### config.mk
export PLATFORM = sky130hd
export DESIGN_NAME = ddr2_init_seq
export DESIGN_NICKNAME = d
export VERILOG_FILES = /design/src/rtl/ddr2_init_seq.sv
export SDC_FILE = /design/constraint.sdc
export NUM_CORES = 1
export LEC_CHECK = 0
export BUFFER_PORTS_ARGS = -buffer_cell sky130_fd_sc_hd__buf_2
export CORE_UTILIZATION = 40
export DETAILED_ROUTE_END_ITERATION = 8
export SLEW_MARGIN = 20
export SYNTH_ARGS = -nofsm -noshare
export SYNTH_HDL_FRONTEND = slang
export SYNTH_SLANG_ARGS = --single-unit
### constraint.sdc
create_clock -name clk -period 3 [get_ports clk]
set_input_delay 0.6 -clock clk [delete_from_list [all_inputs] [get_ports clk]]
set_output_delay 0.6 -clock clk [all_outputs]
set_load 0.01 [all_outputs]
### src/rtl/ddr2_init_seq.sv
module ddr2_init_seq #(
  parameter int AW = 16,
  parameter int BW = 3,
  parameter int TW = 8,
  parameter int PWRUP_CYC = 100,
  parameter logic [2:0] MR_BL = 3'b010,
  parameter logic [2:0] MR_CL = 3'b101,
  parameter logic [2:0] MR_WR = 3'b101,
  parameter logic [15:0] EMR1_CFG = 16'h0046
) (
  input  logic              clk,
  input  logic              rst_n,
  input  logic [TW-1:0]     cfg_tmrd,
  input  logic [TW-1:0]     cfg_trp,
  input  logic [TW-1:0]     cfg_trfc,
  input  logic [TW-1:0]     cfg_tdllk,
  input  logic              reg_wr,
  input  logic [3+BW+AW:0]  reg_wdata,
  output logic [3+BW+AW:0]  reg_rdata,
  output logic              cke,
  output logic              cs_n,
  output logic              ras_n,
  output logic              cas_n,
  output logic              we_n,
  output logic [BW-1:0]     ba,
  output logic [AW-1:0]     addr,
  output logic              init_done,
  output logic              cmd_err
);
  localparam int CW    = 4 + BW + AW;
  localparam int PW    = $clog2(PWRUP_CYC + 1);
  localparam int CNT_W = (TW > PW) ? TW : PW;

  localparam logic [3:0] C_NOP = 4'b0111;
  localparam logic [3:0] C_PRE = 4'b0010;
  localparam logic [3:0] C_REF = 4'b0001;
  localparam logic [3:0] C_MRS = 4'b0000;
  localparam logic [3:0] C_RD  = 4'b0101;

  localparam logic [3:0] LAST_STEP = 4'd10;
  localparam logic [3:0] DLL_STEP  = 4'd4;

  localparam logic [AW-1:0] MR_W     = AW'({MR_WR, 1'b0, 1'b0, MR_CL, 1'b0, MR_BL});
  localparam logic [AW-1:0] MR_DLL   = MR_W | AW'(12'h100);
  localparam logic [AW-1:0] PRE_A    = AW'(11'h400);
  localparam logic [AW-1:0] EMR1_W   = AW'(EMR1_CFG);
  localparam logic [AW-1:0] EMR1_OCD = AW'(EMR1_CFG) | AW'(10'h380);
  localparam logic [CW-1:0] NOP_WORD = {C_NOP, {BW{1'b0}}, {AW{1'b0}}};

  typedef enum logic [1:0] {PH_PWR, PH_CMD, PH_WAIT, PH_DONE} phase_t;

  phase_t           phase;
  logic [3:0]       step;
  logic [CNT_W-1:0] cnt;
  logic [TW-1:0]    gap;
  logic [TW-1:0]    dll_cnt;
  logic             dll_armed;
  logic             man_vld;
  logic [CW-1:0]    man_word;
  logic [CW-1:0]    cur_word;
  logic             accept;
  logic             dll_ok;
  logic             is_rd;

  function automatic logic [CW-1:0] step_word(input logic [3:0] s);
    case (s)
      4'd0, 4'd5: return {C_PRE, BW'(0), PRE_A};
      4'd1:       return {C_MRS, BW'(2), {AW{1'b0}}};
      4'd2:       return {C_MRS, BW'(3), {AW{1'b0}}};
      4'd3:       return {C_MRS, BW'(1), EMR1_W};
      4'd4:       return {C_MRS, BW'(0), MR_DLL};
      4'd6, 4'd7: return {C_REF, BW'(0), {AW{1'b0}}};
      4'd8:       return {C_MRS, BW'(0), MR_W};
      4'd9:       return {C_MRS, BW'(1), EMR1_OCD};
      4'd10:      return {C_MRS, BW'(1), EMR1_W};
      default:    return NOP_WORD;
    endcase
  endfunction

  always_comb begin
    case (step)
      4'd0, 4'd5: gap = cfg_trp;
      4'd6, 4'd7: gap = cfg_trfc;
      default:    gap = cfg_tmrd;
    endcase
  end

  assign init_done = (phase == PH_DONE);
  assign cke       = (phase != PH_PWR);
  assign dll_ok    = dll_armed && (dll_cnt == '0);
  assign is_rd     = (reg_wdata[CW-1 -: 4] == C_RD);
  assign accept    = reg_wr && init_done && !(is_rd && !dll_ok);

  always_comb begin
    if (phase == PH_CMD)                 cur_word = step_word(step);
    else if (init_done && man_vld)       cur_word = man_word;
    else                                 cur_word = NOP_WORD;
  end

  assign {cs_n, ras_n, cas_n, we_n} = cur_word[CW-1 -: 4];
  assign ba   = cur_word[AW +: BW];
  assign addr = cur_word[AW-1:0];

  always_ff @(posedge clk or negedge rst_n) begin
    if (!rst_n) begin
      phase <= PH_PWR;
      step  <= '0;
      cnt   <= CNT_W'(PWRUP_CYC - 1);
    end else begin
      case (phase)
        PH_PWR: begin
          if (cnt == '0) phase <= PH_CMD;
          else           cnt   <= cnt - 1'b1;
        end
        PH_CMD: begin
          if (gap > TW'(1)) begin
            phase <= PH_WAIT;
            cnt   <= CNT_W'(gap) - CNT_W'(2);
          end else if (step == LAST_STEP) begin
            phase <= PH_DONE;
          end else begin
            step <= step + 1'b1;
          end
        end
        PH_WAIT: begin
          if (cnt != '0) begin
            cnt <= cnt - 1'b1;
          end else if (step == LAST_STEP) begin
            phase <= PH_DONE;
          end else begin
            phase <= PH_CMD;
            step  <= step + 1'b1;
          end
        end
        default: phase <= PH_DONE;
      endcase
    end
  end

  always_ff @(posedge clk or negedge rst_n) begin
    if (!rst_n) begin
      dll_armed <= 1'b0;
      dll_cnt   <= '0;
    end else if (phase == PH_CMD && step == DLL_STEP) begin
      dll_armed <= 1'b1;
      dll_cnt   <= (cfg_tdllk == '0) ? '0 : cfg_tdllk - 1'b1;
    end else if (dll_cnt != '0) begin
      dll_cnt <= dll_cnt - 1'b1;
    end
  end

  always_ff @(posedge clk or negedge rst_n) begin
    if (!rst_n) begin
      man_vld   <= 1'b0;
      man_word  <= NOP_WORD;
      cmd_err   <= 1'b0;
      reg_rdata <= NOP_WORD;
    end else begin
      man_vld <= accept;
      if (accept) man_word <= reg_wdata;
      if (reg_wr) cmd_err <= !accept;
      if (phase == PH_CMD || (init_done && man_vld)) reg_rdata <= cur_word;
    end
  end
endmodule


==> flow_summary.ini <==
[timing]
setup_tns_ps = 0
slew_headroom_pct = 59.4
fin_crit_sh_pct = 96.9
setup_slack_ps = 93.2
timing_worst_slew_pin_value_ps = 606
fin_hold_ws_ps = 208
timing.final.hold_violations = 0
fin_worst_skew_ps = 13.5
achievable-frequency_ghz = 0.344
report.final.setup_viol = 0
timing.final.crit_period_ps = 2910
drv_slew = 0

[critical_path]
setup.worst_path.end_class = register
worstPathArrival_ps = 3160
cp_max_fo = 8
worst_setup_path_start_kind = register
required_time_of_the_critical_path_ps = 3260
criticalPathCategory = register to register

[global_routing]
grt-ovfl-total = 0
antenna_found_initial = 0
vias_in_the_first_global_route = 3089
grtUsageTotal_pct = 19.8
grt_first_pass_wirelength_um = 15200
grt_max_degree = 34

[power_and_ir_drop]
p_int_mw = 2.68
p_switching_mw = 1.62
total_leakage_power_nw = 2.47
pwr-share-comb_pct = 42.9
seq_power_share_pct = 38.8
worst_ir_drop_vdd_mv = 0.409
report.power.total_mw = 4.30
power_share_of_the_clock_group_pct = 18.3
p_per_area_nw_per_um2 = 912
swShare_pct = 37.7

[synth]
synth-warning-count = 0
number_of_enable_type_register_cells_in_the_synthesized_netlist = 0
postSynthNetCount = 423
async_set_reset_flop_share_out_of_synthesis_pct = 100
syn_avg_cell_area_um2 = 10.5
ys_dominant_reg_cell = dfrtp_1
synth_sequential_area_ratio_pct = 47.9
synth.lib_cells_used.distinct = 57
ys_ff_latch = 71
synthesis.area_um2 = 3730
syn_inst = 354

[clock_tree]
clkSinkCount = 71
htree_num_levels = 3
tritoncts = built
clk-insertion-delay-late_ps = 340
clkTransAtPathRegs_ps = 80
cts_buffers = 9
cts_max_path_buffers = 2
clock_tree.root_cell = clkbuf_8

[hold_path]
hp-class = input port to async pin

[drt]
avgRoutedWirePerCell_um = 15.7
detailedRoute.firstIterationViolations = 217
drt_wl_total_um = 9250
firstDrtPassIters = 6
post_route_antenna_net_violation_count = 0
remaining_drc_errors = 0
via_per_inst = 5.38
vias = 3166

[cells_and_area]
layout.cells.most_common = buf_2
area.growth.synth_to_final_pct = 26.3
instances_no_fill = 589
final.fill_count = 799
layout.cells.most_common_list = buf_2, dfrtp_1, a21o_1, mux2_2, nor2_1
layout-drive-gt1-share_pct = 38.3
design.final.nets = 545
antenna-diode-count = 0

[floorplan]
floorplan.initialDensity_pct = 42.0
fp-row-count = 34
area_of_the_core_um2 = 8890
die-height_um = 98.6
design.die.area_um2 = 9720
chipWidth_um = 98.6
io_pins = 107

[place]
cells_after_dpl = 570
place_congestion = 0.847
buffer_ports.inserted = 106
detailedPlace.worstSlack_ps = 178
place.detailed.hpwl_um = 6850

[status]
result_of_the_run = complete, no violations

[run]
max-cap-violations = 0
[power groups by stage]
stage               Sequential, mW  Clock, mW  Combinational [mW]
global route                  1.73      0.851                2.06
global placement              1.68          0                1.77
finish                        1.67      0.787                1.84
floorplan                     1.64          0                1.26
CTS                           1.67      0.809                1.81
detailed placement            1.69          0                1.80
[logic make-up (layout without fill, tap and decap cells)]
kind of cell               Yosys count  in the layout  share of synthesized area, %
AOI/OAI and AO/OA                   94             94                          18.7
xor gates and xnor gates            16             16                          3.75
adders and majority gates           11             11                          3.69
buffers and inverters               29            156                          3.22
DFF                                 71             71                          47.9
muxes                               27             27                          8.01
and+or+nand+nor                    106            106                          14.7
[synthesized netlist by cell type, drive strengths merged, types with 2 or more instances]
master  count  area (µm²)
a211oi      2        20.0
a21o       23         173
a21oi      19        98.9
a221o       3        30.0
a222oi      8        80.1
a22o        3        26.3
a22oi       4        30.0
a31oi       3        18.8
and2       11        68.8
and3        4        25.0
buf         4        26.3
clkbuf      9        33.8
dfrtp      61        1530
dfstp      10         263
ha         11         138
inv        16        60.1
mux2       23         259
mux2i       4        40.0
nand2      21        78.8
nand2b      4        25.0
nand3       8        45.0
nand4       3        18.8
nor2       25         104
nor2b       3        18.8
nor3       11        55.1
nor3b       2        15.0
nor4        3        18.8
o21a        4        30.0
o21ai       9        45.0
o22a        2        17.5
o311ai      2        17.5
or3         6        37.5
or4         2        15.0
xnor2      10        87.6
xor2        6        52.6
[worst paths after layout]
check                      cells after the start       endpoint      start  slack [ps]
setup / recovery                               9         cnt[0]    step[1]          90
hold / removal                                 1    man_word[6]      rst_n         210
setup reg to reg                               9         cnt[0]    step[1]          90
hold reg to reg                                1      dll_armed  dll_armed         470
max in group asynchronous                      2  reg_rdata[19]      rst_n        2050
min in group clk                               1      dll_armed  dll_armed         470
[layout make-up]
type	count	area, µm²	share of cell area (%)
multi-input cells	254	1830	38.9
flip-flops and latches	71	1790	37.9
repair buffers	124	691	14.6
clock buffers	10	138	2.92
well taps	108	135	2.87
clock inverters	6	68.8	1.46
inverters	16	60.1	1.27
[registers in the layout, indices dropped and copies added (netlist names)]
register	flops
cmd_err	1
cnt	8
dll_armed	1
dll_cnt	8
man_vld	1
man_word	23
phase	2
reg_rdata	23
step	4
[through the flow]
step | util [%] | cell area [µm²]
2_1_floorplan | - | 3730
3_3_place_gp | 50.4 | 4480
3_5_place_dp | 50.4 | 4480
4_1_cts | 52.7 | 4690
5_1_grt | 53.0 | 4720
6_report | 53.0 | 4720
[critical path, cell delays in order (launching register included)]
cell and delay [ps]:
dfrtp_1 440, inv_1 150, ha_2 250, nor3_1 70, a211o_4 380, a222oi_1 580, and4_2 390, a21oi_1 150
nor2_4 190, mux2i_1 210
[timing repair]
| item | in CTS | in global routing |
|---|---|---|
| hold buffers | 0 | 0 |
| gates resized for setup | 0 | 3 |
| setup endpoints to repair | 0 | 5 |
| setup buffers | 0 | 3 |
[routing by layer]
layer | vias up | part of all wire [%] | global-route usage, %
li1 | 1548 | - | -
met3 | 8 | 6.1 | 5.32
met5 | - | 0 | 0
met2 | 77 | 45 | 30.7
met4 | 0 | 1.1 | 6.20
met1 | 1533 | 47 | 27.0
No activity file was read; power rests on OpenSTA's default activity.
